File: src/rtl/cfg_lock_pkg.sv
// Shared opcode, response and sequencer-state encodings for the lock controller.
package cfg_lock_pkg;
    typedef enum logic [2:0] {
        OP_READ   = 3'd0,
        OP_WRITE  = 3'd1,
        OP_VERIFY = 3'd2,
        OP_ERASE  = 3'd3,
        OP_LOCK   = 3'd4,
        OP_UNLOCK = 3'd5,
        OP_PERM   = 3'd6,
        OP_RSVD   = 3'd7
    } cmd_op_e;

    typedef enum logic [2:0] {
        RSP_OK     = 3'd0,
        RSP_LOCKED = 3'd1,
        RSP_BADKEY = 3'd2,
        RSP_PERM   = 3'd3,
        RSP_BADOP  = 3'd4
    } rsp_code_e;

    typedef enum logic [1:0] {
        ST_IDLE  = 2'd0,
        ST_STORE = 2'd1,
        ST_RESP  = 2'd2
    } seq_state_e;
endpackage

File: src/rtl/cfg_lock_keycmp.sv
// Key comparator: checks the presented key against the built-in key.
// All slices are compared in parallel and then ANDed, so the result does not
// depend on where a mismatch sits. Assumes KEY_VALUE is the designer key.
module cfg_lock_keycmp #(
    parameter int KEY_W = 96,
    parameter logic [KEY_W-1:0] KEY_VALUE = '0
) (
    input  logic [KEY_W-1:0] key_in,
    output logic             key_ok
);
    localparam int SLICE_W = 32;
    localparam int SLICES  = (KEY_W + SLICE_W - 1) / SLICE_W;
    localparam int PAD_W   = SLICES * SLICE_W;

    logic [PAD_W-1:0]  diff;
    logic [SLICES-1:0] slice_ok;

    // Bitwise difference, zero-padded to whole slices.
    assign diff = PAD_W'(key_in ^ KEY_VALUE);

    for (genvar s = 0; s < SLICES; s++) begin : g_slice
        // One slice matches when it shows no differing bit.
        assign slice_ok[s] = (diff[s*SLICE_W +: SLICE_W] == '0);
    end

    // The key is accepted only if every slice matches.
    assign key_ok = &slice_ok;
endmodule

File: src/rtl/cfg_lock_state.sv
// Lock state holder: the temporary and permanent lock bits model nonvolatile
// cells. They start from their parameter values and ignore rst_n. The
// failed-key counter is ordinary state and is cleared by reset. Assumes the
// sequencer raises at most one update pulse per cycle.
module cfg_lock_state #(
    parameter bit TEMP_INIT = 1'b0,
    parameter bit PERM_INIT = 1'b0,
    parameter int FAIL_W    = 3
) (
    input  logic              clk,
    input  logic              rst_n,
    input  logic              set_temp,
    input  logic              clr_temp,
    input  logic              set_perm,
    input  logic              key_fail,
    output logic              lock_temp,
    output logic              lock_perm,
    output logic [FAIL_W-1:0] fail_count
);
    localparam logic [FAIL_W-1:0] FAIL_MAX = '1;

    logic              temp_q = TEMP_INIT;
    logic              perm_q = PERM_INIT;
    logic [FAIL_W-1:0] fail_q;

    // Lock bits: updated only by granted lock commands, never by reset.
    always_ff @(posedge clk) begin
        if (set_perm) begin
            perm_q <= 1'b1;
        end
        if (set_temp) begin
            temp_q <= 1'b1;
        end else if (clr_temp) begin
            temp_q <= 1'b0;
        end
    end

    // Failed-key counter: saturating, cleared by reset.
    always_ff @(posedge clk) begin
        if (!rst_n) begin
            fail_q <= '0;
        end else if (key_fail && fail_q != FAIL_MAX) begin
            fail_q <= fail_q + 1'b1;
        end
    end

    assign lock_temp  = temp_q;
    assign lock_perm  = perm_q;
    assign fail_count = fail_q;


    perm_sticky_chk: assert property (@(posedge clk) disable iff (!rst_n)
        perm_q |=> perm_q);

    fail_sat_chk: assert property (@(posedge clk) disable iff (!rst_n)
        (fail_q == FAIL_MAX) |=> (fail_q == FAIL_MAX));

    fail_keeps_lock_chk: assert property (@(posedge clk) disable iff (!rst_n)
        key_fail |=> (temp_q == $past(temp_q) && perm_q == $past(perm_q)));
endmodule

File: src/rtl/cfg_lock_seq.sv
// Command sequencer: accepts one command at a time and decides it under the
// lock policy. Allowed maintenance commands go to the store. Lock commands
// are turned into update pulses. Every accepted command gets one response.
// Assumes the store holds store_ack for one cycle per request.
module cfg_lock_seq
    import cfg_lock_pkg::*;
#(
    parameter int ADDR_W = 16,
    parameter int DATA_W = 32
) (
    input  logic              clk,
    input  logic              rst_n,
    input  logic              cmd_valid,
    output logic              cmd_ready,
    input  logic [2:0]        cmd_op,
    input  logic [ADDR_W-1:0] cmd_addr,
    input  logic [DATA_W-1:0] cmd_wdata,
    input  logic              key_ok,
    input  logic              lock_temp,
    input  logic              lock_perm,
    output logic              rsp_valid,
    output logic [2:0]        rsp_code,
    output logic [DATA_W-1:0] rsp_rdata,
    output logic              store_req,
    output logic [1:0]        store_op,
    output logic [ADDR_W-1:0] store_addr,
    output logic [DATA_W-1:0] store_wdata,
    input  logic              store_ack,
    input  logic [DATA_W-1:0] store_rdata,
    output logic              set_temp,
    output logic              clr_temp,
    output logic              set_perm,
    output logic              key_fail
);
    seq_state_e        state_q;
    cmd_op_e           op_q;
    logic [ADDR_W-1:0] addr_q;
    logic [DATA_W-1:0] wdata_q;
    rsp_code_e         code_q;
    logic [DATA_W-1:0] rdata_q;

    logic      accept;
    logic      go_store;
    rsp_code_e dec_code;
    logic      dec_set_temp, dec_clr_temp, dec_set_perm, dec_fail;

    assign cmd_ready = rst_n && (state_q == ST_IDLE);
    assign accept    = cmd_valid && cmd_ready;

    // Policy decision for the command on the port.
    always_comb begin
        go_store     = 1'b0;
        dec_code     = RSP_OK;
        dec_set_temp = 1'b0;
        dec_clr_temp = 1'b0;
        dec_set_perm = 1'b0;
        dec_fail     = 1'b0;
        case (cmd_op_e'(cmd_op))
            OP_READ, OP_WRITE, OP_VERIFY, OP_ERASE: begin
                if (lock_temp || lock_perm) dec_code = RSP_LOCKED;
                else                        go_store = 1'b1;
            end
            OP_LOCK: begin
                if (lock_perm)   dec_code = RSP_PERM;
                else if (key_ok) dec_set_temp = 1'b1;
                else begin
                    dec_code = RSP_BADKEY;
                    dec_fail = 1'b1;
                end
            end
            OP_UNLOCK: begin
                if (lock_perm)   dec_code = RSP_PERM;
                else if (key_ok) dec_clr_temp = 1'b1;
                else begin
                    dec_code = RSP_BADKEY;
                    dec_fail = 1'b1;
                end
            end
            OP_PERM: begin
                if (lock_perm)                dec_code = RSP_PERM;
                else if (!lock_temp || key_ok) dec_set_perm = 1'b1;
                else begin
                    dec_code = RSP_BADKEY;
                    dec_fail = 1'b1;
                end
            end
            default: dec_code = RSP_BADOP;
        endcase
    end

    // Lock updates happen only on the accepting edge.
    assign set_temp = accept && dec_set_temp;
    assign clr_temp = accept && dec_clr_temp;
    assign set_perm = accept && dec_set_perm;
    assign key_fail = accept && dec_fail;

    // Sequencer: idle -> (store) -> response -> idle.
    always_ff @(posedge clk) begin
        if (!rst_n) begin
            state_q <= ST_IDLE;
            op_q    <= OP_READ;
            addr_q  <= '0;
            wdata_q <= '0;
            code_q  <= RSP_OK;
            rdata_q <= '0;
        end else begin
            case (state_q)
                ST_IDLE: begin
                    if (accept) begin
                        op_q    <= cmd_op_e'(cmd_op);
                        addr_q  <= cmd_addr;
                        wdata_q <= cmd_wdata;
                        rdata_q <= '0;
                        code_q  <= dec_code;
                        state_q <= go_store ? ST_STORE : ST_RESP;
                    end
                end
                ST_STORE: begin
                    if (store_ack) begin
                        code_q  <= RSP_OK;
                        rdata_q <= (op_q == OP_READ || op_q == OP_VERIFY) ? store_rdata : '0;
                        state_q <= ST_RESP;
                    end
                end
                default: state_q <= ST_IDLE;
            endcase
        end
    end

    assign store_req   = (state_q == ST_STORE);
    assign store_op    = op_q[1:0];
    assign store_addr  = addr_q;
    assign store_wdata = wdata_q;
    assign rsp_valid   = (state_q == ST_RESP);
    assign rsp_code    = code_q;
    assign rsp_rdata   = rdata_q;


    no_store_when_locked_chk: assert property (@(posedge clk) disable iff (!rst_n)
        store_req |-> !(lock_temp || lock_perm));

    store_hold_chk: assert property (@(posedge clk) disable iff (!rst_n)
        (store_req && !store_ack) |=> (store_req && $stable(store_addr) && $stable(store_op)));

    busy_during_rsp_chk: assert property (@(posedge clk) disable iff (!rst_n)
        rsp_valid |-> !cmd_ready);

    single_rsp_chk: assert property (@(posedge clk) disable iff (!rst_n)
        rsp_valid |=> !rsp_valid);
endmodule

File: src/rtl/cfg_lock_ctrl.sv
// Configuration access lock controller (top). Joins the key comparator, the
// lock state holder and the command sequencer. The debug/programming port
// enable is withdrawn once the permanent lock is set. Assumes KEY_W lies
// between 75 and 263 bits.
module cfg_lock_ctrl #(
    parameter int KEY_W  = 96,
    parameter logic [KEY_W-1:0] KEY_VALUE = KEY_W'(96'h3C5A_9E21_7B04_D6F8_11E2_A4C7),
    parameter int ADDR_W = 16,
    parameter int DATA_W = 32,
    parameter int FAIL_W = 3,
    parameter bit TEMP_INIT = 1'b0,
    parameter bit PERM_INIT = 1'b0
) (
    input  logic              clk,
    input  logic              rst_n,
    input  logic              cmd_valid,
    output logic              cmd_ready,
    input  logic [2:0]        cmd_op,
    input  logic [KEY_W-1:0]  cmd_key,
    input  logic [ADDR_W-1:0] cmd_addr,
    input  logic [DATA_W-1:0] cmd_wdata,
    output logic              rsp_valid,
    output logic [2:0]        rsp_code,
    output logic [DATA_W-1:0] rsp_rdata,
    output logic              store_req,
    output logic [1:0]        store_op,
    output logic [ADDR_W-1:0] store_addr,
    output logic [DATA_W-1:0] store_wdata,
    input  logic              store_ack,
    input  logic [DATA_W-1:0] store_rdata,
    output logic              lock_temp,
    output logic              lock_perm,
    output logic [FAIL_W-1:0] fail_count,
    output logic              dbg_port_en
);
    logic key_ok;
    logic set_temp, clr_temp, set_perm, key_fail;

    cfg_lock_keycmp #(.KEY_W(KEY_W), .KEY_VALUE(KEY_VALUE)) u_keycmp (
        .key_in (cmd_key),
        .key_ok (key_ok)
    );

    cfg_lock_state #(.TEMP_INIT(TEMP_INIT), .PERM_INIT(PERM_INIT), .FAIL_W(FAIL_W)) u_state (
        .clk        (clk),
        .rst_n      (rst_n),
        .set_temp   (set_temp),
        .clr_temp   (clr_temp),
        .set_perm   (set_perm),
        .key_fail   (key_fail),
        .lock_temp  (lock_temp),
        .lock_perm  (lock_perm),
        .fail_count (fail_count)
    );

    cfg_lock_seq #(.ADDR_W(ADDR_W), .DATA_W(DATA_W)) u_seq (
        .clk         (clk),
        .rst_n       (rst_n),
        .cmd_valid   (cmd_valid),
        .cmd_ready   (cmd_ready),
        .cmd_op      (cmd_op),
        .cmd_addr    (cmd_addr),
        .cmd_wdata   (cmd_wdata),
        .key_ok      (key_ok),
        .lock_temp   (lock_temp),
        .lock_perm   (lock_perm),
        .rsp_valid   (rsp_valid),
        .rsp_code    (rsp_code),
        .rsp_rdata   (rsp_rdata),
        .store_req   (store_req),
        .store_op    (store_op),
        .store_addr  (store_addr),
        .store_wdata (store_wdata),
        .store_ack   (store_ack),
        .store_rdata (store_rdata),
        .set_temp    (set_temp),
        .clr_temp    (clr_temp),
        .set_perm    (set_perm),
        .key_fail    (key_fail)
    );

    // Debug/programming access exists only before the permanent lock.
    assign dbg_port_en = !lock_perm;


    dbg_off_after_perm_chk: assert property (@(posedge clk) disable iff (!rst_n)
        $rose(lock_perm) |-> !dbg_port_en);
endmodule

File: config.mk
export PLATFORM = sky130hd
export DESIGN_NAME = cfg_lock_ctrl
export DESIGN_NICKNAME = d
export VERILOG_FILES = /design/src/rtl/cfg_lock_pkg.sv /design/src/rtl/cfg_lock_keycmp.sv /design/src/rtl/cfg_lock_state.sv /design/src/rtl/cfg_lock_seq.sv /design/src/rtl/cfg_lock_ctrl.sv
export SDC_FILE = /design/constraint.sdc
export NUM_CORES = 1
export LEC_CHECK = 0
export BUFFER_PORTS_ARGS = -buffer_cell sky130_fd_sc_hd__buf_2
export CORE_AREA = 2 2 109 111
export CTS_CLUSTER_DIAMETER = 50
export DETAILED_ROUTE_END_ITERATION = 8
export DIE_AREA = 0 0 111 113
export PLACE_DENSITY = 0.68
export SYNTH_ARGS = -nofsm -noshare
export SYNTH_HDL_FRONTEND = slang
export SYNTH_HIERARCHICAL = 1
export SYNTH_SLANG_ARGS = --single-unit
export TNS_END_PERCENT = 10
File: constraint.sdc
create_clock -name clk -period 2.15 [get_ports clk]
set_input_delay 0.43 -clock clk [delete_from_list [all_inputs] [get_ports clk]]
set_output_delay 0.43 -clock clk [all_outputs]
set_load 0.02 [all_outputs]
Word-level counts from Yosys, hierarchy flattened
Index checks and enable logic that the tools add are counted.
{"block": "classes", "eq_ne": 11, "n_mux": 11, "n_reduce_logical": 12}
{"cell": "two-way mux 32 bit", "count": 3}
{"cell": "case mux 32 bit (2 select lines)", "count": 1}
{"cell": "case mux 3 bit (2 select lines)", "count": 2}
{"cell": "== test 3 x 2 -> 1 bit, second input constant", "count": 3}
{"cell": "== test 3 bit, second input constant", "count": 3}
{"cell": "logical NOT 3 bit", "count": 2}
{"cell": "two-way mux 3 bit", "count": 2}
{"cell": "two-way mux 2 bit", "count": 2}
{"cell": "!= test 2 x 1 -> 1 bit, second input constant", "count": 2}
{"cell": "case mux 2 bit (2 select lines)", "count": 1}
{"cell": "AND reduction 2 bit", "count": 2}
{"cell": "OR reduction 4 bit", "count": 1}
{"cell": "== test 3 x 1 -> 1 bit, second input constant", "count": 1}
{"cell": "AND reduction 3 bit", "count": 1}
{"cell": "OR reduction 3 bit", "count": 1}
{"cell": "== test 2 x 1 -> 1 bit, second input constant", "count": 1}
{"cell": "== test 2 bit, second input constant", "count": 1}
{"cell": "logical AND 1 bit", "count": 2}
{"cell": "logical NOT 2 bit", "count": 1}
{"cell": "nonzero test 2 bit", "count": 1}
{"cell": "logical OR 1 bit", "count": 1}
{"block": "totals", "reg_bits": 88, "inputBits": 183, "out_inout_bits": 94, "wordCells": 40}

Logic depth before layout (Yosys ltp)
Gate-level depths: netlist of the first run.
{"block": "logic_depth", "depth_word": 5, "mapped_depth": 8}

Cells and area by module
Netlist of the first run, hierarchy kept.
{"mod": "cfg_lock_seq", "n_inst": 1, "cells_each": 366, "area_each_um2": 3261.9, "seq_area_each_um2": 1761.7}
{"mod": "cfg_lock_keycmp", "n_inst": 1, "cells_each": 33, "area_each_um2": 291.5, "seq_area_each_um2": 0.0}
{"mod": "cfg_lock_state", "n_inst": 1, "cells_each": 20, "area_each_um2": 196.4, "seq_area_each_um2": 80.1}
{"mod": "cfg_lock_ctrl", "n_inst": 1, "cells_each": 1, "area_each_um2": 3.8, "seq_area_each_um2": 0.0}

Worst setup path after synthesis of the first run
OpenSTA, ideal clock, no wires.
{"block": "synth_timing", "kind": "input port to output port", "startpoint": "input port rst_n", "endpoint": "output port cmd_ready", "arrival_time_ps": 1110, "required_ps": 1720, "setup_slack_ps": 610, "cell_stages": 4, "n_path_buf": 2, "cell_sequence": "buf_2 > buf_2 > nand2b_1 > nor2_1"}
{"block": "synth_via", "elab_chain_cells": 1}
{"element": "start: declaration", "line": "cfg_lock_ctrl.sv:15", "source": "input logic rst_n,"}
{"element": "logical AND 1 bit", "line": "cfg_lock_seq.sv:47", "source": "assign cmd_ready = rst_n && (state_q == ST_IDLE);"}
{"element": "end: declaration", "line": "cfg_lock_ctrl.sv:17", "source": "output logic cmd_ready,"}
No other way between the ends.

Worst setup path in the final report of the first run
{"block": "layout_timing", "startpoint": "register u_seq.state_q[0]", "endpoint": "output port cmd_ready"}
{"block": "layout_via", "elab_chain_cells": 2}
{"element": "start: declaration", "line": "cfg_lock_seq.sv:35", "source": "seq_state_e state_q;"}
{"element": "start signal: assignment", "line": "cfg_lock_seq.sv:115", "source": "state_q <= go_store ? ST_STORE : ST_RESP;"}
{"element": "logical NOT 2 bit", "line": "cfg_lock_seq.sv:47"}
{"element": "logical AND 1 bit", "line": "cfg_lock_seq.sv:47"}
No other way between the ends.

==> results of run 1 <==
-- layer usage --
metal / global-route usage / part of all wire / up-vias
li1: - / - / 1986
met1: 0.192 / 0.38 / 1778
met2: 0.348 / 0.52 / 189
met3: 0.0428 / 0.078 / 16
met4: 0.0633 / 0.020 / 0
met5: 0 / 0 / -
-- critical path, stage by stage, from the launching register on --
cell and delay, ns:
dfxtp_1 0.46, buf_4 0.26, nor2_1 0.09, buf_2 0.16
-- where the power goes --
group / switching (W) / internal (W)
clock network: 0.000635 / 0.000965
registers: 0.0000432 / 0.00178
logic: 0.000317 / 0.000241
total: 0.000995 / 0.00299
-- cell type report --
type | instances | area, µm²
diodes | 1 | 2.50
clock buffers | 11 | 253
clock inverters | 5 | 60.1
fillers | 1071 | 5780
inverters | 3 | 11.3
multi-input cells | 290 | 1710
flip-flops and latches | 92 | 1840
well taps | 143 | 179
repair buffers | 281 | 1440
-- state kept, by name, indices dropped and copies added, names as in the netlist --
name	count
u_seq/rsp_rdata	32
u_state/fail_count	3
u_seq/store_wdata	32
u_seq/store_addr	16
u_seq/op_q	3
u_state/lock_temp	1
u_seq/state_q	2
u_seq/rsp_code	3
-- stage by stage --
| step | instances | utilization | area [µm²] | power, W | setup WS (ns) |
|---|---|---|---|---|---|
| 2_1_floorplan | 417 | - | 3730 | 0.00214 | 0.610 |
| 3_3_place_gp | 809 | 0.459 | 5170 | 0.00241 | 0.348 |
| 3_5_place_dp | 809 | 0.459 | 5170 | 0.00242 | 0.292 |
| 4_1_cts | 825 | 0.487 | 5490 | 0.00403 | 0.446 |
| 5_1_grt | 825 | 0.487 | 5490 | 0.00416 | 0.367 |
| 6_report | 826 | 0.487 | 5490 | 0.00399 | 0.422 |
-- how the worst max path moves through the flow --
stage / startpoint / endpoint / slack, ns
after floorplan: rst_n / cmd_ready / 0.61
after global placement: rst_n / u_seq/rsp_rdata[7] / 0.35
after detailed placement: rst_n / u_seq/rsp_rdata[30] / 0.29
after CTS: u_seq/state_q[0] / cmd_ready / 0.45
after global routing: u_seq/state_q[0] / rsp_valid / 0.37
final: u_seq/state_q[0] / cmd_ready / 0.42
==> results.md, run 1 <==
- Die area: 0.0125 mm²
- Vias: 3969
- Slew Limit Fails: 0
- ANT nets after route: 0
- Clock Latency Late Sink: 0.33 ns
- Initial DRT Pass Iterations: 4
- Most common cell after layout, fill and taps aside: buf_2
- VDD IR max: 0.403 mV
- # nets final: 862
- CTS Hold Bufs: 0
- CTS tree: built
- Tcrit/Tclk final: 0.804
- Hold_ws: 0.289 ns
- Clock transition at path regs: 0.07 ns
- Crit path DAT: 1.30 ns
- Layout Skew: 0.00719 ns
- Total global-route track usage: 0.181
- Buffer levels on the longest clock path: 2
- Worst Hold Endpoint: u_seq/store_wdata[10]
- Layout cells sized above 1: 0.465
- H-tree depth: 3
- Synth Cell Area: 0.00373 mm²
- Max cap viols: 0
- CTS Root Cell: clkbuf_16
- Number of global-route vias before repair: 3776
- Post-CTS Setup Bufs: 0
- Initial antenna violation count: 3
- CP required: 1.72 ns
- Largest net degree at the start of global routing: 81
- Placeable Area: around 0.011 mm²
- Via/cell ratio: 4.81
- Max Fanout on Critical Path: 16
- Most frequent cells in the layout: buf_2 (274), nand2_1 (123), dfxtp_1 (92), o21ai_0 (57), a22o_1 (20)
- Reg-to-reg slack, setup: 0.52 ns
- Hold Path Origin: cmd_wdata[10]
- Highest clock rate: 579 MHz
- Setup CP Type: reg -> out
- Fin Setup TNS: 0 ns
- Critical Path End Type: output pin
- Hold Vio Cnt, Final: 0
- Worst Tran Pin Value: 0.743 ns
- Syn Inst Count: around 420
- Num CTS Buffers: 9
- DIE WIDTH: roughly 110 µm
- Leak: ~2.7 nW
- Placer Congestion: 0.808
- Die height: 113 µm
- Starting Density: 0.331
- Clk sinks: roughly 90
- Syn avg cell area: between 8 and 9 µm²
- Worst R2R End: u_seq/rsp_rdata[8]
- Endpoints failing setup: 0
- Synth warn: 6
- Power Density: ~730 mW/mm²
- Routed wire length: 11800 µm
- Slew HR: 0.505
- Crit path launch type: register
- I/O pin cnt: approximately 280
- First-pass GRT wire length: 18000 µm
- Fin crit period: between 1.5 and 2 ns
- Avg WL per Cell: between 10 and 15 µm
- PostCTS Resize Cnt: 0
- Total gr overflow: 0
- Worst r2r src: u_seq/state_q[0]
- RSZ-0062 raised after global routing: no
- DRC: 0
- HPWL after DPL: 9310 µm
- Syn Nets: 602
- Core Rows: 39
- Area delta synth->final: 47.0%
- Status: completed
- IO buf count: 274
- Tightest Hold Check Type: in -> reg
- First DRT Iteration DRCs: 296
- Hold path depth: 3
- Worst Reg2Reg Path Length in Cells: 3
Power figures use the tool's default switching activity.
==> run 2: changes to the inputs <==
Settings changed: CORE_AREA 2 2 109 111 to not set, CORE_ASPECT_RATIO set to 0.75, CORE_MARGIN set to 2, CORE_UTILIZATION set to 36, DIE_AREA 0 0 111 113 to not set, PLACE_DENSITY 0.68 to 0.76.
Clock period 2.15 ns to 1.55 ns, I/O delays scaled along.
==> run 2 against run 1 <==
Against the previous run:
- core utilization up 5.3 points
- critical path type unchanged
- critical path depth unchanged
- flip-flop and latch count unchanged
- sequential share of layout area shrank 0.062 points
- cell count down 0.61%
- hold slack lost 0.12 ns
- clock power rose by 32%
- die area fell by 11%
- total power is 36% higher
==> results.md, run 2 (synthesized netlist as in run 1, its figures left out) <==
- Status: completed
- Leak: 2.68 nW
- Crit path launch type: register
- Area delta synth->final: 47.7%
- Internal: 0.00394 W
- Fin cells: 821
- Power Density: about 1000 mW/mm²
- Worst path max stage delay: 0.38 ns
- Vias: 3938
- Setup CP Type: reg -> out
- First-pass GRT wire length: 17000 µm
- Pre-CTS setup slack: ~0.043 ns
- Post-layout worst setup margin: 0.0789 ns
- Initial antenna violation count: 0
- Clock Latency Late Sink: 0.33 ns
- Buffer levels on the longest clock path: 2
- Tightest Hold Check Type: in -> reg
- VDD IR max: 0.581 mV
- Layout cells sized above 1: 0.473
- Most common cell after layout, fill and taps aside: buf_2
- Placer Congestion: ~0.76
- Num CTS Buffers: 9
- Starting Density: 0.366
- H-tree depth: 3
- Seq pwr share: 0.467
- Cell Chain, Critical Path: buf_6, and2b_1, buf_2
- Number of global-route vias before repair: 3603
- Clock transition at path regs: 0.07 ns
- Sw Share: 0.273
- Total gr overflow: 0
- CTS tree: built
- Most frequent cells in the layout: buf_2 (273), nand2_1 (123), dfxtp_1 (90), o21ai_0 (57), a22o_1 (20)
- Worst Reg2Reg Path Length in Cells: 3
- Hold path depth: 3
- Clk sinks: 92
- Critical Path End Type: output pin
- Initial DRT Pass Iterations: 7
- ANT nets after route: 0
- Fin crit period: 1.47 ns
- RSZ-0062 raised after global routing: yes
- Number of instances in the placed design: ~800
- CTS Root Cell: clkbuf_16
- Post-CTS Setup Bufs: 0
- Endpoints failing setup: 0
- HPWL after DPL: 8950 µm
- Die height: 92.2 µm
- Via/cell ratio: approximately 4.8
- # nets final: around 870
- Finished Core Util: 0.540
- Antenna cell count: 0
- Avg WL per Cell: 13.8 µm
- Comb pwr share: 0.145
- Tcrit/Tclk final: 0.949
- Core Rows: 32
- Hold Vio Cnt, Final: 0
- Total global-route track usage: 0.191
- First DRT Iteration DRCs: 193
- Net switching power: 0.00148 W
- CP required: between 1 and 1.5 ns
- Max cap viols: 0
- Fin area: about 0.0055 mm²
- Dpl cell area: 0.00519 mm²
- Placeable Area: 0.0102 mm²
- Die area: 0.0112 mm²
- IO buf count: 274
- Slew Limit Fails: 0
- DIE WIDTH: 122 µm
- Max Fanout on Critical Path: 10
- Crit path DAT: about 1.2 ns
- I/O pin cnt: 277
- Worst path slowest cell: dfxtp_4
- DRC: 0
- Clock power share: 0.389
- Largest net degree at the start of global routing: 93
- Highest clock rate: between 600 and 700 MHz
- Routed wire length: 11300 µm
- Layout Skew: between 0.007 and 0.008 ns
[run 2: cell types whose count changed in the layout (fill, tap and decap cells not counted), sizes merged]
cell	previous run	this run
inv	3	7
diode	1	0
bufinv	1	0
buf	281	284
clkinv	3	2
clkbuf	11	9
[run 2: layout make-up]
type | count | area (µm²)
clock buffers | 9 | 225
clock inverters | 7 | 65.1
fillers | 961 | 4690
inverters | 3 | 11.3
multi-input cells | 290 | 1720
flip-flops and latches | 92 | 1850
well taps | 136 | 170
repair buffers | 284 | 1480
[run 2: power by group through the flow]
stage,Clock [W],Combinational (W),Sequential (W)
final,0.00211,0.000784,0.00253
after global routing,0.00227,0.000855,0.00254
after CTS,0.00217,0.000779,0.00253
after detailed placement,0,0.000777,0.00258
after global placement,0,0.000758,0.00258
after floorplan,0,0.000258,0.00271
[run 2: metal layers]
layer | vias to the layer above | track usage | wire, µm
li1 | 1985 | - | -
met1 | 1771 | 0.221 | 4480
met2 | 174 | 0.358 | 5990
met3 | 8 | 0.0423 | 770
met4 | 0 | 0.0402 | 82
met5 | - | 0 | 0
[run 2: per-stage QoR]
stage,setup TNS (ns),hold slack [ns],power [W]
after floorplan,0,0.419,0.00297
after global placement,0,0.440,0.00334
after detailed placement,0,0.448,0.00336
after CTS,0,0.158,0.00548
after global routing,-0.00117,0.164,0.00567
final,0,0.169,0.00542
[run 2: timing repair]
action | CTS | global route
resized for setup | 2 | 7
hold buffers | 0 | 0
endpoints found under the setup margin | 1 | 23
cloned | 1 | 0
[run 2: final timing paths]
path                      endpoint  slack, ns            startpoint
max                      store_req       0.08      u_seq/state_q[0]
min          u_seq/store_wdata[19]       0.17         cmd_wdata[19]
max reg2reg  u_seq/store_wdata[16]       0.09      u_seq/state_q[0]
min reg2reg   u_seq/store_addr[10]       0.46  u_seq/store_addr[10]
[run 2: critical path, delay by kind of cell (launching register included)]
| kind | cells | cell delay [ns] |
|---|---|---|
| flip-flops | 1 | 0.38 |
| AND/OR/NAND/NOR | 1 | 0.14 |
| buffers and inverters | 2 | 0.31 |
==> run 3: changes to the inputs <==
Settings changed: CORE_AREA set to 2 2 106 108, CORE_ASPECT_RATIO 0.75 to not set, CORE_MARGIN 2 to not set, CORE_UTILIZATION 36 to not set, DIE_AREA set to 0 0 108 110, PLACE_DENSITY 0.76 to 0.71.
Clock period 1.55 ns to 1.4 ns, I/O delays scaled along.
==> run 3 against run 2 <==
Against the previous run:
- the flow now finishes with violations (negative setup slack)
- core utilization decreased by 1.4 points
- combinational power increased by 21%
- largest power group unchanged
- cell count increased by 2.2%
- first-iteration DRC count increased by 46%
- critical path depth increased by 1
- critical path type unchanged
- clock-buffer cell count increased by 3
- highest routed layer unchanged
- critical endpoint is now cmd_ready
- wire length increased by 2.4%
- global-route usage decreased by 0.95 points
- sequential power increased by 11%
==> results.md, run 3 (synthesized netlist as in run 1, its figures left out) <==
- DRC: 0
- Most frequent cells in the layout: buf_2 (271), nand2_1 (122), dfxtp_1 (90), o21ai_0 (48), a22o_1 (20)
- Pre-CTS setup slack: -0.109 ns
- Buffer levels on the longest clock path: 2
- VDD IR max: about 0.56 mV
- Placeable Area: 0.0107 mm²
- Most frequent cell on the critical path: buf_6
- HPWL after DPL: around 9200 µm
- Via/cell ratio: approximately 4.8
- Worst Hold Endpoint: u_seq/store_addr[15]
- Setup CP Type: reg -> out
- Dpl cell area: 0.00526 mm²
- Initial DRT Pass Iterations: 4
- Layout Skew: 0.0120 ns
- Worst Reg2Reg Path Length in Cells: 5
- H-tree depth: 3
- Total design power: 0.00550 W
- Cell Chain, Critical Path: buf_6, nand2b_4, nor2_4, buf_6
- Crit path DAT: 1.18 ns
- Hold Vio Cnt, Final: 0
- Violations in the final reports: negative setup slack
- CTS tree: built
- Fin area: about 0.0056 mm²
- Highest clock rate: 686 MHz
- Num CTS Buffers: 9
- Max Fanout on Critical Path: 3
- ANT nets after route: 0
- Vias: 4024
- Met3 Use GR: 0.0370
- I/O pin cnt: 277
- Largest net degree at the start of global routing: 55
- Initial antenna violation count: 0
- Avg WL per Cell: approximately 14 µm
- RSZ-0062 raised after global routing: yes
- Starting Density: 0.349
- Busiest grt layer: met2
- Met1 Usage GRT: 0.178
- Worst path max stage delay: 0.37 ns
- Worst path slowest cell: dfxtp_4
- Number of instances in the placed design: ~810
- CP required: 1.12 ns
- Tightest Hold Check Type: in -> reg
- Leak: 2.73 nW
- First-pass GRT wire length: 16800 µm
- DIE WIDTH: 108 µm
- Endpoints failing setup: 2
- Total global-route track usage: 0.181
- Post-layout worst setup margin: -0.0576 ns
- Routed wire length: 11600 µm
- Slew Limit Fails: 0
- Number of global-route vias before repair: 3704
- Max cap viols: 0
- Clock Latency Late Sink: 0.35 ns
- Hold path depth: 3
- CTS Root Cell: clkbuf_8
- # nets final: between 800 and 900
- First DRT Iteration DRCs: 281
- Die height: approximately 110 µm
- Hold Path Origin: cmd_addr[15]
- Worst R2R End: u_seq/op_q[1]
- Crit path launch type: register
- Fin crit period: 1.46 ns
- Total gr overflow: 0
- Clk sinks: 92
- Layout cells sized above 1: 0.485
- Tcrit/Tclk final: 1.04
- Area delta synth->final: 50.7%
- Die area: 0.0119 mm²
- IO buf count: between 200 and 300
- Reg-to-reg slack, setup: 0.01 ns
- Core Rows: 38
- Most common cell after layout, fill and taps aside: buf_2
- Clock transition at path regs: 0.09 ns
- Placer Congestion: 0.793
- Worst r2r src: u_seq/state_q[1]
- Fin cells: 839
- Power Density: slightly below 1000 mW/mm²
- Critical Path End Type: output pin
- Fin Setup TNS: -0.104 ns
- Antenna cell count: 0
- Status: finished with violations
- Met2 Track Usage GR: 0.367
-- run 3: metrics by stage --
step,hold slack (ns),util
after floorplan,0.389,-
after global placement,0.441,0.491
after detailed placement,0.451,0.491
after CTS,0.105,0.516
after global routing,0.107,0.526
final,0.121,0.526
-- run 3: layout make-up --
| cell class | instances | area (µm²) |
|---|---|---|
| fillers | 992 | 5070 |
| flip-flops and latches | 92 | 1850 |
| multi-input cells | 290 | 1730 |
| repair buffers | 298 | 1670 |
| well taps | 140 | 175 |
| clock buffers | 12 | 145 |
| clock inverters | 4 | 48.8 |
| inverters | 3 | 11.3 |
-- run 3: worst max-delay path by stage --
stage | slack [ns] | from | to
final | -0.06 | u_seq/state_q[1] | cmd_ready
after global routing | -0.11 | u_seq/state_q[1] | cmd_ready
after CTS | -0.12 | u_seq/state_q[1] | cmd_ready
after detailed placement | -0.11 | rst_n | u_seq/rsp_rdata[28]
after global placement | -0.02 | rst_n | u_seq/rsp_rdata[19]
after floorplan | 0.11 | u_seq/state_q[1] | u_seq/rsp_rdata[13]
-- run 3: what timing repair did --
action,CTS,global route
buffers inserted,2,7
resized for setup,17,18
hold buffers,0,0
pin swaps,1,2
endpoints found under the setup margin,21,22
-- run 3: power breakdown --
part	total, W	leakage (nW)	switching, W	internal, W
Clock	0.00175	0.100	0.000877	0.000874
Sequential	0.00280	0.753	0.0000656	0.00274
Combinational	0.000946	1.88	0.000505	0.000440
Total	0.00550	2.73	0.00145	0.00405
-- run 3: worst max-delay path, delay by kind of cell (launching register included) --
family	cells	cell delay [ns]
simple gates	2	0.24
buf+inv	2	0.24
flops	1	0.37
-- run 3: per-layer routing --
layer | vias to the layer above | share of wire
met5 | - | 0
met4 | 0 | 0.015
met3 | 12 | 0.071
met2 | 174 | 0.55
met1 | 1829 | 0.36
li1 | 2009 | -
